`src/rtl/grp_intc_pkg.sv`:
```
package grp_intc_pkg;
  localparam int PRIO_W     = 4;
  localparam int CODE_W     = 12;
  localparam int REG_AW     = 3;
  localparam int DATA_W     = 32;
  localparam int NUM_FIELDS = 20;
  localparam int FIELD_IDXW = $clog2(NUM_FIELDS);
  localparam int LSB_W      = $clog2(DATA_W);

  localparam logic [REG_AW-1:0] ADDR_WIDE = 3'd4;
  localparam logic [REG_AW-1:0] ADDR_MSET = 3'd5;
  localparam logic [REG_AW-1:0] ADDR_MCLR = 3'd6;

  localparam logic [CODE_W-1:0] PERIPH_BASE = 12'h400;
  localparam logic [CODE_W-1:0] EXT_BASE    = 12'h200;
  localparam logic [PRIO_W-1:0] EXT_NONE    = 4'hF;

  typedef logic [NUM_FIELDS-1:0][PRIO_W-1:0] prio_arr_t;

  // word address that holds a field
  function automatic logic [REG_AW-1:0] fld_reg(input int f);
    if (f < 16) return REG_AW'(f / 4);
    return ADDR_WIDE;
  endfunction

  // lowest bit of a field inside its word
  function automatic logic [LSB_W-1:0] fld_lsb(input int f);
    if (f < 16) return LSB_W'(4 * (f % 4));
    return LSB_W'(16 + 4 * (f - 16));
  endfunction

  // which priority field a peripheral source draws from
  function automatic logic [FIELD_IDXW-1:0] src_field(input int i);
    case (i)
      0:  return 5'd0;
      1:  return 5'd1;
      2, 3: return 5'd2;
      4, 5, 6: return 5'd3;
      7:  return 5'd4;
      8, 9: return 5'd5;
      10, 11, 12, 13: return 5'd6;
      14: return 5'd7;
      15: return 5'd8;
      16: return 5'd9;
      17: return 5'd10;
      18: return 5'd11;
      19: return 5'd12;
      20: return 5'd13;
      21: return 5'd16;
      22: return 5'd17;
      23: return 5'd18;
      default: return 5'd19;
    endcase
  endfunction
endpackage

```
`src/rtl/grp_intc_regs.sv`:
```
module grp_intc_regs
  import grp_intc_pkg::*;
#(
  parameter int MASK_W = 32
) (
  input  logic                clk,
  input  logic                rst,
  input  logic                wr_en,
  input  logic                rd_en,
  input  logic [REG_AW-1:0]   addr,
  input  logic [DATA_W-1:0]   wdata,
  output logic [DATA_W-1:0]   rdata,
  output prio_arr_t           field_prio,
  output logic [MASK_W-1:0]   mask_q
);
  prio_arr_t          prio_q;
  logic [DATA_W-1:0]  rd_mux;

  always_ff @(posedge clk) begin
    if (rst) begin
      prio_q <= '0;
      mask_q <= '1;
      rdata  <= '0;
    end else begin
      if (wr_en) begin
        for (int f = 0; f < NUM_FIELDS; f++) begin
          if (addr == fld_reg(f)) prio_q[f] <= wdata[fld_lsb(f) +: PRIO_W];
        end
        if (addr == ADDR_MSET) mask_q <= mask_q | wdata[MASK_W-1:0];
        if (addr == ADDR_MCLR) mask_q <= mask_q & ~wdata[MASK_W-1:0];
      end
      if (rd_en) rdata <= rd_mux;
    end
  end

  always_comb begin
    rd_mux = '0;
    for (int f = 0; f < NUM_FIELDS; f++) begin
      if (addr == fld_reg(f)) rd_mux[fld_lsb(f) +: PRIO_W] = prio_q[f];
    end
    if (addr == ADDR_MSET || addr == ADDR_MCLR) rd_mux[MASK_W-1:0] = mask_q;
  end

  assign field_prio = prio_q;
endmodule

```
`src/rtl/grp_intc_arb.sv`:
```
module grp_intc_arb
  import grp_intc_pkg::*;
#(
  parameter int NSRC   = 24,
  parameter int MASK_W = 32
) (
  input  logic [NSRC-1:0]   src_req,
  input  logic [PRIO_W-1:0] ext_lvl,
  input  prio_arr_t         field_prio,
  input  logic [MASK_W-1:0] mask_q,
  output logic              win_valid,
  output logic [PRIO_W-1:0] win_prio,
  output logic [CODE_W-1:0] win_code
);
  localparam int NCAND = NSRC + 1;

  logic [NCAND-1:0][PRIO_W-1:0] cand_prio;
  logic [NCAND-1:0][CODE_W-1:0] cand_code;

  // candidate 0: external encoded level, priority is the inverted level
  assign cand_prio[0] = (ext_lvl != EXT_NONE) ? ~ext_lvl : '0;
  assign cand_code[0] = EXT_BASE + {3'b000, ext_lvl, 5'b00000};

  for (genvar i = 0; i < NSRC; i++) begin : g_src
    localparam logic [FIELD_IDXW-1:0] FLD  = src_field(i);
    localparam logic [CODE_W-1:0]     CODE = PERIPH_BASE + CODE_W'(32 * i);
    logic blocked;
    if (i < MASK_W) begin : g_mk
      assign blocked = mask_q[i];
    end else begin : g_nomk
      assign blocked = 1'b0;
    end
    assign cand_prio[i+1] = (src_req[i] && !blocked) ? field_prio[FLD] : '0;
    assign cand_code[i+1] = CODE;
  end

  // strict compare keeps the lowest index on ties
  always_comb begin
    win_prio = '0;
    win_code = '0;
    for (int c = 0; c < NCAND; c++) begin
      if (cand_prio[c] > win_prio) begin
        win_prio = cand_prio[c];
        win_code = cand_code[c];
      end
    end
  end

  assign win_valid = (win_prio != '0);
endmodule

```
`src/rtl/grp_intc_out.sv`:
```
module grp_intc_out
  import grp_intc_pkg::*;
(
  input  logic              clk,
  input  logic              rst,
  input  logic              win_valid,
  input  logic [PRIO_W-1:0] win_prio,
  input  logic [CODE_W-1:0] win_code,
  input  logic [PRIO_W-1:0] cpu_imask,
  output logic              cpu_req,
  output logic [CODE_W-1:0] cpu_code,
  output logic [PRIO_W-1:0] cpu_level
);
  logic qualify;
  assign qualify = win_valid && (win_prio > cpu_imask);

  always_ff @(posedge clk) begin
    if (rst) begin
      cpu_req   <= 1'b0;
      cpu_code  <= '0;
      cpu_level <= '0;
    end else begin
      cpu_req <= qualify;
      if (qualify) begin
        cpu_code  <= win_code;
        cpu_level <= win_prio;
      end
    end
  end
endmodule

```
`src/rtl/grp_prio_intc.sv`:
```
module grp_prio_intc
  import grp_intc_pkg::*;
#(
  parameter int NSRC   = 24,
  parameter int MASK_W = 32
) (
  input  logic                clk,
  input  logic                rst,
  input  logic                bus_wr,
  input  logic                bus_rd,
  input  logic [REG_AW-1:0]   bus_addr,
  input  logic [DATA_W-1:0]   bus_wdata,
  output logic [DATA_W-1:0]   bus_rdata,
  input  logic [NSRC-1:0]     src_req,
  input  logic [PRIO_W-1:0]   ext_lvl,
  input  logic [PRIO_W-1:0]   cpu_imask,
  output logic                cpu_req,
  output logic [CODE_W-1:0]   cpu_code,
  output logic [PRIO_W-1:0]   cpu_level
);
  prio_arr_t          field_prio;
  logic [MASK_W-1:0]  mask_q;
  logic               win_valid;
  logic [PRIO_W-1:0]  win_prio;
  logic [CODE_W-1:0]  win_code;

  grp_intc_regs #(.MASK_W(MASK_W)) u_regs (
    .clk(clk), .rst(rst), .wr_en(bus_wr), .rd_en(bus_rd), .addr(bus_addr),
    .wdata(bus_wdata), .rdata(bus_rdata), .field_prio(field_prio), .mask_q(mask_q)
  );

  grp_intc_arb #(.NSRC(NSRC), .MASK_W(MASK_W)) u_arb (
    .src_req(src_req), .ext_lvl(ext_lvl), .field_prio(field_prio), .mask_q(mask_q),
    .win_valid(win_valid), .win_prio(win_prio), .win_code(win_code)
  );

  grp_intc_out u_out (
    .clk(clk), .rst(rst), .win_valid(win_valid), .win_prio(win_prio),
    .win_code(win_code), .cpu_imask(cpu_imask), .cpu_req(cpu_req),
    .cpu_code(cpu_code), .cpu_level(cpu_level)
  );
endmodule

```
`config.mk`:
```
export PLATFORM = sky130hd
export DESIGN_NAME = grp_prio_intc
export DESIGN_NICKNAME = d
export VERILOG_FILES = /design/src/rtl/grp_intc_pkg.sv /design/src/rtl/grp_intc_regs.sv /design/src/rtl/grp_intc_arb.sv /design/src/rtl/grp_intc_out.sv /design/src/rtl/grp_prio_intc.sv
export SDC_FILE = /design/constraint.sdc
export NUM_CORES = 1
export LEC_CHECK = 0
export ABC_AREA = 0
export BUFFER_PORTS_ARGS = -buffer_cell sky130_fd_sc_hd__buf_2
export CAP_MARGIN = 20
export CORE_UTILIZATION = 26
export DETAILED_ROUTE_END_ITERATION = 6
export GPL_TIMING_DRIVEN = 0
export PLACE_DENSITY = 0.49
export SLEW_MARGIN = 20
export SYNTH_ARGS = -nofsm -noshare
export SYNTH_HDL_FRONTEND = slang
export SYNTH_SLANG_ARGS = --single-unit
```
`constraint.sdc`:
```
create_clock -name clk -period 136.2 [get_ports clk]
set_input_delay 40.86 -clock clk [delete_from_list [all_inputs] [get_ports clk]]
set_output_delay 40.86 -clock clk [all_outputs]
set_load 0.02 [all_outputs]
```
---- Word-level counts from Yosys, hierarchy flattened ----
Cells that the tools add are included.
Widths: inputs -> output; s select.
storage, ports and cells
  word-level logic and storage cells ...... 406
  input bits .............................. 71
  flip-flop bits (word level) ............. 161
  output and inout bits ................... 49
operators by class
  bitwise logic cells ..................... 5
  $lt $le $gt $ge ......................... 26
  add/subtract/negate cells ............... 17
  reduce and logical (&&, ||, !) cells .... 59
  equal/unequal tests ..................... 11
  multiplexer cells ....................... 215
  shift operators ......................... 48
operator list
  operator                count
  $mux 32                 19
  $shift 4x7->32 const A  16
  $shiftx 32x6->4         16
  $shiftx 4x7->32         16
  $bwmux 32               15
  $mux 5                  80
  $mux 12                 25
  $mux 4                  54
  $neg 5->7               16
  $gt 4x4->1              25
  $and 32x32->32          2
  $mux 3                  12
  $not 32->32             1
  $or 32x32->32           1
  $logic_and 1x1->1       25
  $logic_not 1->1         24
  $eq 3x3->1              4
  $reduce_and 2->1        6
  $add 10x9->11 const A   1
  $mux 1                  10
  $eq 3x3->1 const B      3
  $eq 3x2->1 const B      2
  $gt 4x1->1 const B      1
  $ne 4x4->1 const B      1
  other kinds (6)         6

---- Depth between registers and ports, before layout ----
  word-level depth ........................ 54
  gate-level depth with buffers ........... 196
  depth with buffers taken out ............ 193

---- By module ----
Synthesis repeated with hierarchy kept, for this count alone.
unflattened totals
  cells, all modules ...................... 1804
  area, all modules ....................... 12801.0 um^2
modules (own cells, without submodules)
  module         sequential area each (um^2)  instances  area each (um^2)  cells an instance
  grp_intc_arb   0.0                          1          6085.8            978
  grp_intc_regs  2882.8                       1          5859.4            742
  grp_intc_out   340.3                        1          855.8             84

---- Worst setup path before layout ----
Ideal clock, no wire load.
  path type ............................... input to register
  start point ............................. in src_req[0]
  end point ............................... reg u_out.cpu_code[10]
  path buffers ............................ 2
  required time ........................... 136.077 ns
  slack ................................... 60.692 ns
  stages .................................. 180
  library setup time ...................... 0.123 ns
  data arrival time ....................... 75.384 ns
  cell sequence ........................... nor2b_2 -> and2_1 -> ha_1 -> nor2b_1 -> o211a_1 -> o211ai_2 -> and2_1 -> buf_6 -> ha_1 -> o21a_1 -> o21ai_1 -> or2_1 -> buf_2 -> a31oi_1 -> inv_1 -> ha_1 -> nor2b_1 -> or3_1 -> [144 not listed] -> o221ai_1 -> nand3_1 -> nand3_1 -> o21ai_0 -> ha_1 -> a211o_1 -> o32a_1 -> nand2_1 -> mux2i_1 -> ha_1 -> nand3_1 -> nor2_1 -> o21ai_0 -> o21ai_0 -> o31ai_1 -> o41a_2 -> nand2_2 -> mux2_1
on the way
  cells in the longest elaborated chain, start to end .. 52
  elaborated cells between the ends (all ways) .. 77
  classes of those cells .................. order compare (25); mux (49); reduce/logical (3)
RTL lines
  item                                                    line                                    text
  start: declaration                                      grp_prio_intc.sv:14                     input logic [NSRC-1:0] src_req,
  $logic_and 1x1->1 *                                     grp_intc_arb.sv:33                      assign cand_prio[i+1] = (src_req[i] && !blocked) ? field_prio[FLD] : '0;
  $mux 4 *                                                grp_intc_arb.sv:33
  $gt 4x4->1                                              grp_intc_arb.sv:42                      if (cand_prio[c] > win_prio) begin
  $mux 4                                                  grp_intc_arb.sv:42
  $gt 4x4->1                                              grp_intc_arb.sv:42
  $mux 4                                                  grp_intc_arb.sv:42
  $gt 4x4->1                                              grp_intc_arb.sv:42
  $mux 4                                                  grp_intc_arb.sv:42
  [36 not listed]                                         -
  $gt 4x4->1                                              grp_intc_arb.sv:42
  $mux 4                                                  grp_intc_arb.sv:42
  $gt 4x4->1                                              grp_intc_arb.sv:42
  $mux 4                                                  grp_intc_arb.sv:42
  $gt 4x4->1                                              grp_intc_arb.sv:42
  $mux 4                                                  grp_intc_arb.sv:42
  $gt 4x4->1 / $reduce_bool 4->1 (equally long branches)  grp_intc_out.sv:15, grp_intc_arb.sv:49
  $logic_and 1x1->1                                       grp_intc_out.sv:15                      assign qualify = win_valid && (win_prio > cpu_imask);
  end signal: assignment                                  grp_intc_out.sv:25                      cpu_code <= win_code;
  end: declaration                                        grp_intc_out.sv:11                      output logic [CODE_W-1:0] cpu_code,
Every way passes the cells marked *; elsewhere a longest branch is shown, timed or not.
A chain may end at the register's enable or synchronous reset.

---- Worst setup path after layout ----
  start point ............................. in src_req[0]
  end point ............................... reg u_out.cpu_code[8]
on the way
  cells in the longest elaborated chain, start to end .. 52
  elaborated cells between the ends (all ways) .. 77
  classes of those cells .................. order compare (25); mux (49); reduce/logical (3)
RTL lines
  item                                                    line                                    text
  $logic_and 1x1->1 *                                     grp_intc_arb.sv:33
  $mux 4 *                                                grp_intc_arb.sv:33
  $gt 4x4->1                                              grp_intc_arb.sv:42
  $mux 4 *                                                grp_intc_arb.sv:42
  $gt 4x4->1                                              grp_intc_arb.sv:42
  $mux 4 *                                                grp_intc_arb.sv:42
  $gt 4x4->1                                              grp_intc_arb.sv:42
  $mux 4 *                                                grp_intc_arb.sv:42
  [37 not listed]                                         -
  $mux 4 *                                                grp_intc_arb.sv:42
  $gt 4x4->1                                              grp_intc_arb.sv:42
  $mux 4 *                                                grp_intc_arb.sv:42
  $gt 4x4->1                                              grp_intc_arb.sv:42
  $mux 4 *                                                grp_intc_arb.sv:42
  net u_arb.win_prio[1]                                   grp_intc_arb.sv:12                      output logic [PRIO_W-1:0] win_prio,
  $gt 4x4->1 / $reduce_bool 4->1 (equally long branches)  grp_intc_out.sv:15, grp_intc_arb.sv:49
  $logic_and 1x1->1 *                                     grp_intc_out.sv:15
The timed path passes the listed nets; every way through them passes the cells marked *.

==> tab_implementation.tex <==
\begin{tabular}{lr}
\hline
Metric & Value \\
\hline
\multicolumn{2}{l}{\textbf{Outcome}} \\
Result of the run & finished, final reports clean \\
\multicolumn{2}{l}{\textbf{Route}} \\
Total via count after detailed routing & roughly 13,000 \\
Initial DRC count & approximately 1,100 \\
Number of routed nets with antenna violations & 0 \\
First-pass DRT Iterations & 5 \\
Post-detailed-route wirelength per cell & around 19 um \\
Residual DRC count & 0 \\
Vias per cell & 5.34 \\
Routed Wire Length & $\sim$45,000 um \\
\multicolumn{2}{l}{\textbf{Die}} \\
Standard-cell rows & just under 80 \\
Chip width & between 200 and 250 um \\
Die outline height & 221 um \\
Die Area & 49,000 um2 \\
Boundary pin count & 120 \\
Core region area & between 40,000 and 50,000 um2 \\
Initial cell density of the core & a little over a quarter \\
\multicolumn{2}{l}{\textbf{STA}} \\
Rel. slew slack & 33.7\% \\
Time the final worst path needs with I/O delays and setup & between 80 and 90 ns \\
Slew Limit Fails & 0 \\
Worst hold slack across all endpoints & roughly 0.46 ns \\
Post-route clock period utilization & approximately 60\% \\
Final hold violations & 0 \\
Setup tns final & 0 ns \\
Slack of the critical path & between 50 and 60 ns \\
Setup-violating endpoint count in the final report & 0 \\
Unrepaired setup endpoints after global routing & false \\
Clock skew after layout & roughly 0.01 ns \\
Worst slew pin tran & just under 1 ns \\
Maximum achievable frequency & 12.3 MHz \\
\multicolumn{2}{l}{\textbf{Clocking}} \\
H-Tree Depth & 4 \\
Clock net sink count & 155 \\
Post-CTS Hold Fix Bufs & 0 \\
Post-CTS Resized & 0 \\
CTS Root Buffer Type & sky130\_fd\_sc\_hd\_\_clkbuf\_16 \\
Post-CTS clock slew at the launch and capture registers of the worst setup and hold paths & 0.06 ns \\
Later-pin clock latency in the skew report & about 0.43 ns \\
Clock buffers created by TritonCTS & 17 \\
Buffers inserted during post-CTS setup optimization & 0 \\
Maximum buffer depth of the clock tree & 2 \\
TritonCTS clock tree & done \\
\multicolumn{2}{l}{\textbf{Pwr}} \\
Power per Cell Area & slightly below 20 nW/um2 \\
Power share of the sequential group & between 10\% and 20\% \\
Clock power share & around 17\% \\
Switching share of power & roughly 46\% \\
Combinational Power Share & between 60\% and 70\% \\
Cell leakage power & roughly 5.4 nW \\
Net switching power figure & 0.129 mW \\
Peak ir drop on the vdd network & 0.0184 mV \\
Int Power & approximately 0.15 mW \\
\multicolumn{2}{l}{\textbf{Synth}} \\
Register bit count reported by yosys & around 160 \\
Mean instance size in the synthesized netlist & about 7.4 um2 \\
Synth area leaders & sky130\_fd\_sc\_hd\_\_dfxtp\_1 (25\%), sky130\_fd\_sc\_hd\_\_nand2\_1 (10\%), sky130\_fd\_sc\_hd\_\_a21oi\_1 (6.4\%) \\
Leading post-synthesis cells by instance count & sky130\_fd\_sc\_hd\_\_nand2\_1 (344), sky130\_fd\_sc\_hd\_\_a21oi\_1 (159), sky130\_fd\_sc\_hd\_\_dfxtp\_1 (155), sky130\_fd\_sc\_hd\_\_nor2\_1 (126), sky130\_fd\_sc\_hd\_\_clkbuf\_1 (66) \\
Synth cell types & around 110 \\
Most frequent cell after synthesis & sky130\_fd\_sc\_hd\_\_nand2\_1 \\
Warnings, synthesis & 0 \\
Netlist Area Pre-Place & 12,500 um2 \\
Share of the synthesized area in the top cell type & 24.8\% \\
Number of enable flip-flop cells after synthesis & 0 \\
Post-synth top area cell & sky130\_fd\_sc\_hd\_\_dfxtp\_1 \\
Proportion of synthesized chip area in sequential cells & between 20\% and 30\% \\
Number of instances in the synthesized netlist & $\sim$1,700 \\
Async S/R FF share, synth & 0\% \\
Most frequently used flop master after synthesis & sky130\_fd\_sc\_hd\_\_dfxtp\_1 \\
\multicolumn{2}{l}{\textbf{Final layout}} \\
Area added between synthesis and finish & 15.5\% \\
Final design utilization & a little under a third \\
Multi-input combinational cell area & 8850 um2 \\
Post-layout instance area & $\sim$14,000 um2 \\
Final-layout fill cell count & $\sim$5,000 \\
Layout net count & 1,940 \\
Layout cell share with drive strength beyond 1 & about an eighth \\
Footprint of the flip-flops and latches & between 3000 and 4000 um2 \\
\multicolumn{2}{l}{\textbf{Global route}} \\
GRT Max-Usage Layer & met2 \\
First-pass GRT wire length & approximately 70,000 um \\
Maximum number of pins on one net before global-route repair & 17 \\
Met3 global-route usage & 1.98\% \\
Met2 layer usage reported by global route & 30.2\% \\
Met1 Track Usage GR & roughly a quarter \\
Total routing resource utilization after global routing & a little under a fifth \\
Via count of the first global-routing pass & around 12,000 \\
Initial antenna violation count & 4 \\
Total congestion overflow after global routing & 0 \\
\multicolumn{2}{l}{\textbf{Critical path}} \\
Endpoint type of the worst setup path & register \\
Worst-path cell with the longest stage delay & sky130\_fd\_sc\_hd\_\_o31ai\_1 \\
Data arrival, critical path & 81.50 ns \\
Highest net fanout along the worst path & 8 \\
Worst path required time & around 140 ns \\
Internal reg-to-reg setup slack & 95.29 ns \\
Crit path largest cell delay & between 0.7 and 0.8 ns \\
Element type at the critical path start & input port \\
Dominant cell type by count on the critical path & sky130\_fd\_sc\_hd\_\_ha\_1 \\
Critical Setup Path Class & in2reg \\
\multicolumn{2}{l}{\textbf{Placed design}} \\
Post-placement cell area & roughly 14,000 um2 \\
Count of buffers inserted at the top-level ports & around 110 \\
HPWL after DPL & 37,100 um \\
RD Place Congestion & around 0.85 \\
Post-place setup slack & roughly 55 ns \\
\multicolumn{2}{l}{\textbf{Min path}} \\
Worst hold-check path type & reg2reg \\
\multicolumn{2}{l}{\textbf{Job}} \\
Max-cap check violation count & 0 \\
\hline
\end{tabular}
==> final timing paths <==
path	from	end	depth (start not counted)
setup reg to reg	register	u_out.cpu_code[8]	175
hold / removal	u_regs.field_prio[58]	u_regs.field_prio[58]	2
setup / recovery	src_req[0]	u_out.cpu_code[8]	176
hold reg to reg	u_regs.field_prio[58]	u_regs.field_prio[58]	2
==> critical path, delay by kind of cell <==
family / cells / cell delay (ns)
muxes: 18 / 6.49
adders and majority gates: 28 / 8.94
and+or+nand+nor: 51 / 8.00
buffers and inverters: 9 / 0.94
AOI/OAI and AO/OA: 70 / 16.24
==> per-stage QoR <==
stage                     instances  total power, mW
after floorplan                1683            0.188
after global placement         2401            0.231
after detailed placement       2401            0.232
after CTS                      2432            0.280
after global routing           2436            0.303
final                          2436            0.280
==> cells by family after synthesis <==
kind of cell	count (synthesis)	share of synthesized area, %
AO/OA/AOI/OAI	516	29.6
XOR/XNOR	16	1.12
adder cells (fa/ha/maj)	60	5.93
buffers and inverters	138	4.54
flip-flops	155	24.8
multiplexers	55	6.41
other	1	0.0300
AND/OR/NAND/NOR	737	27.6
==> metal layers <==
metal  routed length [um]  vias up
li1                     -     6383
met1                21300     6213
met2                21300      380
met3                 2060       37
met4                  752        0
met5                    0        -
==> layout make-up <==
class	count	share of cell area, %
multi-input cells	1390	61.3
flip-flops and latches	155	21.5
well taps	607	5.26
repair buffers	111	3.85
clock buffers	21	3.26
plain buffers	81	2.45
inverters	57	1.48
clock inverters	10	0.815
diodes	4	0.0693
==> placed cells by master (no fill, tap or decap), types with 6 or more instances in the layout <==
| master | synthesis | layout |
|---|---|---|
| sky130_fd_sc_hd__buf_4 | 7 | 7 |
| sky130_fd_sc_hd__xnor2_1 | 13 | 13 |
| sky130_fd_sc_hd__mux4_2 | 16 | 16 |
| sky130_fd_sc_hd__mux2i_1 | 14 | 14 |
| sky130_fd_sc_hd__and2_1 | 65 | 65 |
| sky130_fd_sc_hd__o211ai_1 | 16 | 16 |
| sky130_fd_sc_hd__nor2_1 | 126 | 126 |
| sky130_fd_sc_hd__conb_1 | 1 | 6 |
| sky130_fd_sc_hd__mux2_2 | 18 | 18 |
| sky130_fd_sc_hd__a211o_1 | 6 | 6 |
| sky130_fd_sc_hd__nand2b_1 | 12 | 12 |
| sky130_fd_sc_hd__or3_1 | 13 | 13 |
| sky130_fd_sc_hd__a31oi_1 | 18 | 18 |
| sky130_fd_sc_hd__nor3_1 | 18 | 18 |
| sky130_fd_sc_hd__dfxtp_1 | 155 | 155 |
| sky130_fd_sc_hd__clkbuf_16 | 0 | 17 |
| sky130_fd_sc_hd__a21oi_1 | 159 | 159 |
| sky130_fd_sc_hd__o21a_1 | 20 | 20 |
| sky130_fd_sc_hd__o21ai_0 | 52 | 52 |
| sky130_fd_sc_hd__clkbuf_1 | 66 | 67 |
| sky130_fd_sc_hd__nand3_1 | 30 | 30 |
| sky130_fd_sc_hd__or2_2 | 9 | 9 |
| sky130_fd_sc_hd__a211oi_1 | 41 | 41 |
| sky130_fd_sc_hd__nand4_1 | 13 | 13 |
| sky130_fd_sc_hd__o21bai_1 | 10 | 10 |
| sky130_fd_sc_hd__nor2b_1 | 53 | 53 |
| sky130_fd_sc_hd__buf_2 | 1 | 112 |
| sky130_fd_sc_hd__a21o_1 | 19 | 19 |
| sky130_fd_sc_hd__o31ai_1 | 9 | 9 |
| sky130_fd_sc_hd__o221ai_1 | 6 | 6 |
| sky130_fd_sc_hd__o21ai_1 | 13 | 13 |
| sky130_fd_sc_hd__inv_1 | 57 | 57 |
| sky130_fd_sc_hd__nand2_1 | 344 | 344 |
| sky130_fd_sc_hd__a311oi_1 | 7 | 7 |
| sky130_fd_sc_hd__and3_1 | 15 | 15 |
| sky130_fd_sc_hd__a221o_1 | 34 | 34 |
| sky130_fd_sc_hd__a22oi_1 | 17 | 17 |
| sky130_fd_sc_hd__ha_1 | 56 | 56 |
==> power by group through the flow <==
stage,Clock [mW],Combinational (mW),Sequential [mW]
floorplan,0,0.137,0.0516
global placement,0,0.180,0.0508
detailed placement,0,0.181,0.0508
CTS,0.0479,0.182,0.0498
global route,0.0500,0.203,0.0500
finish,0.0475,0.183,0.0498
No activity file was read; power rests on OpenSTA's default activity.
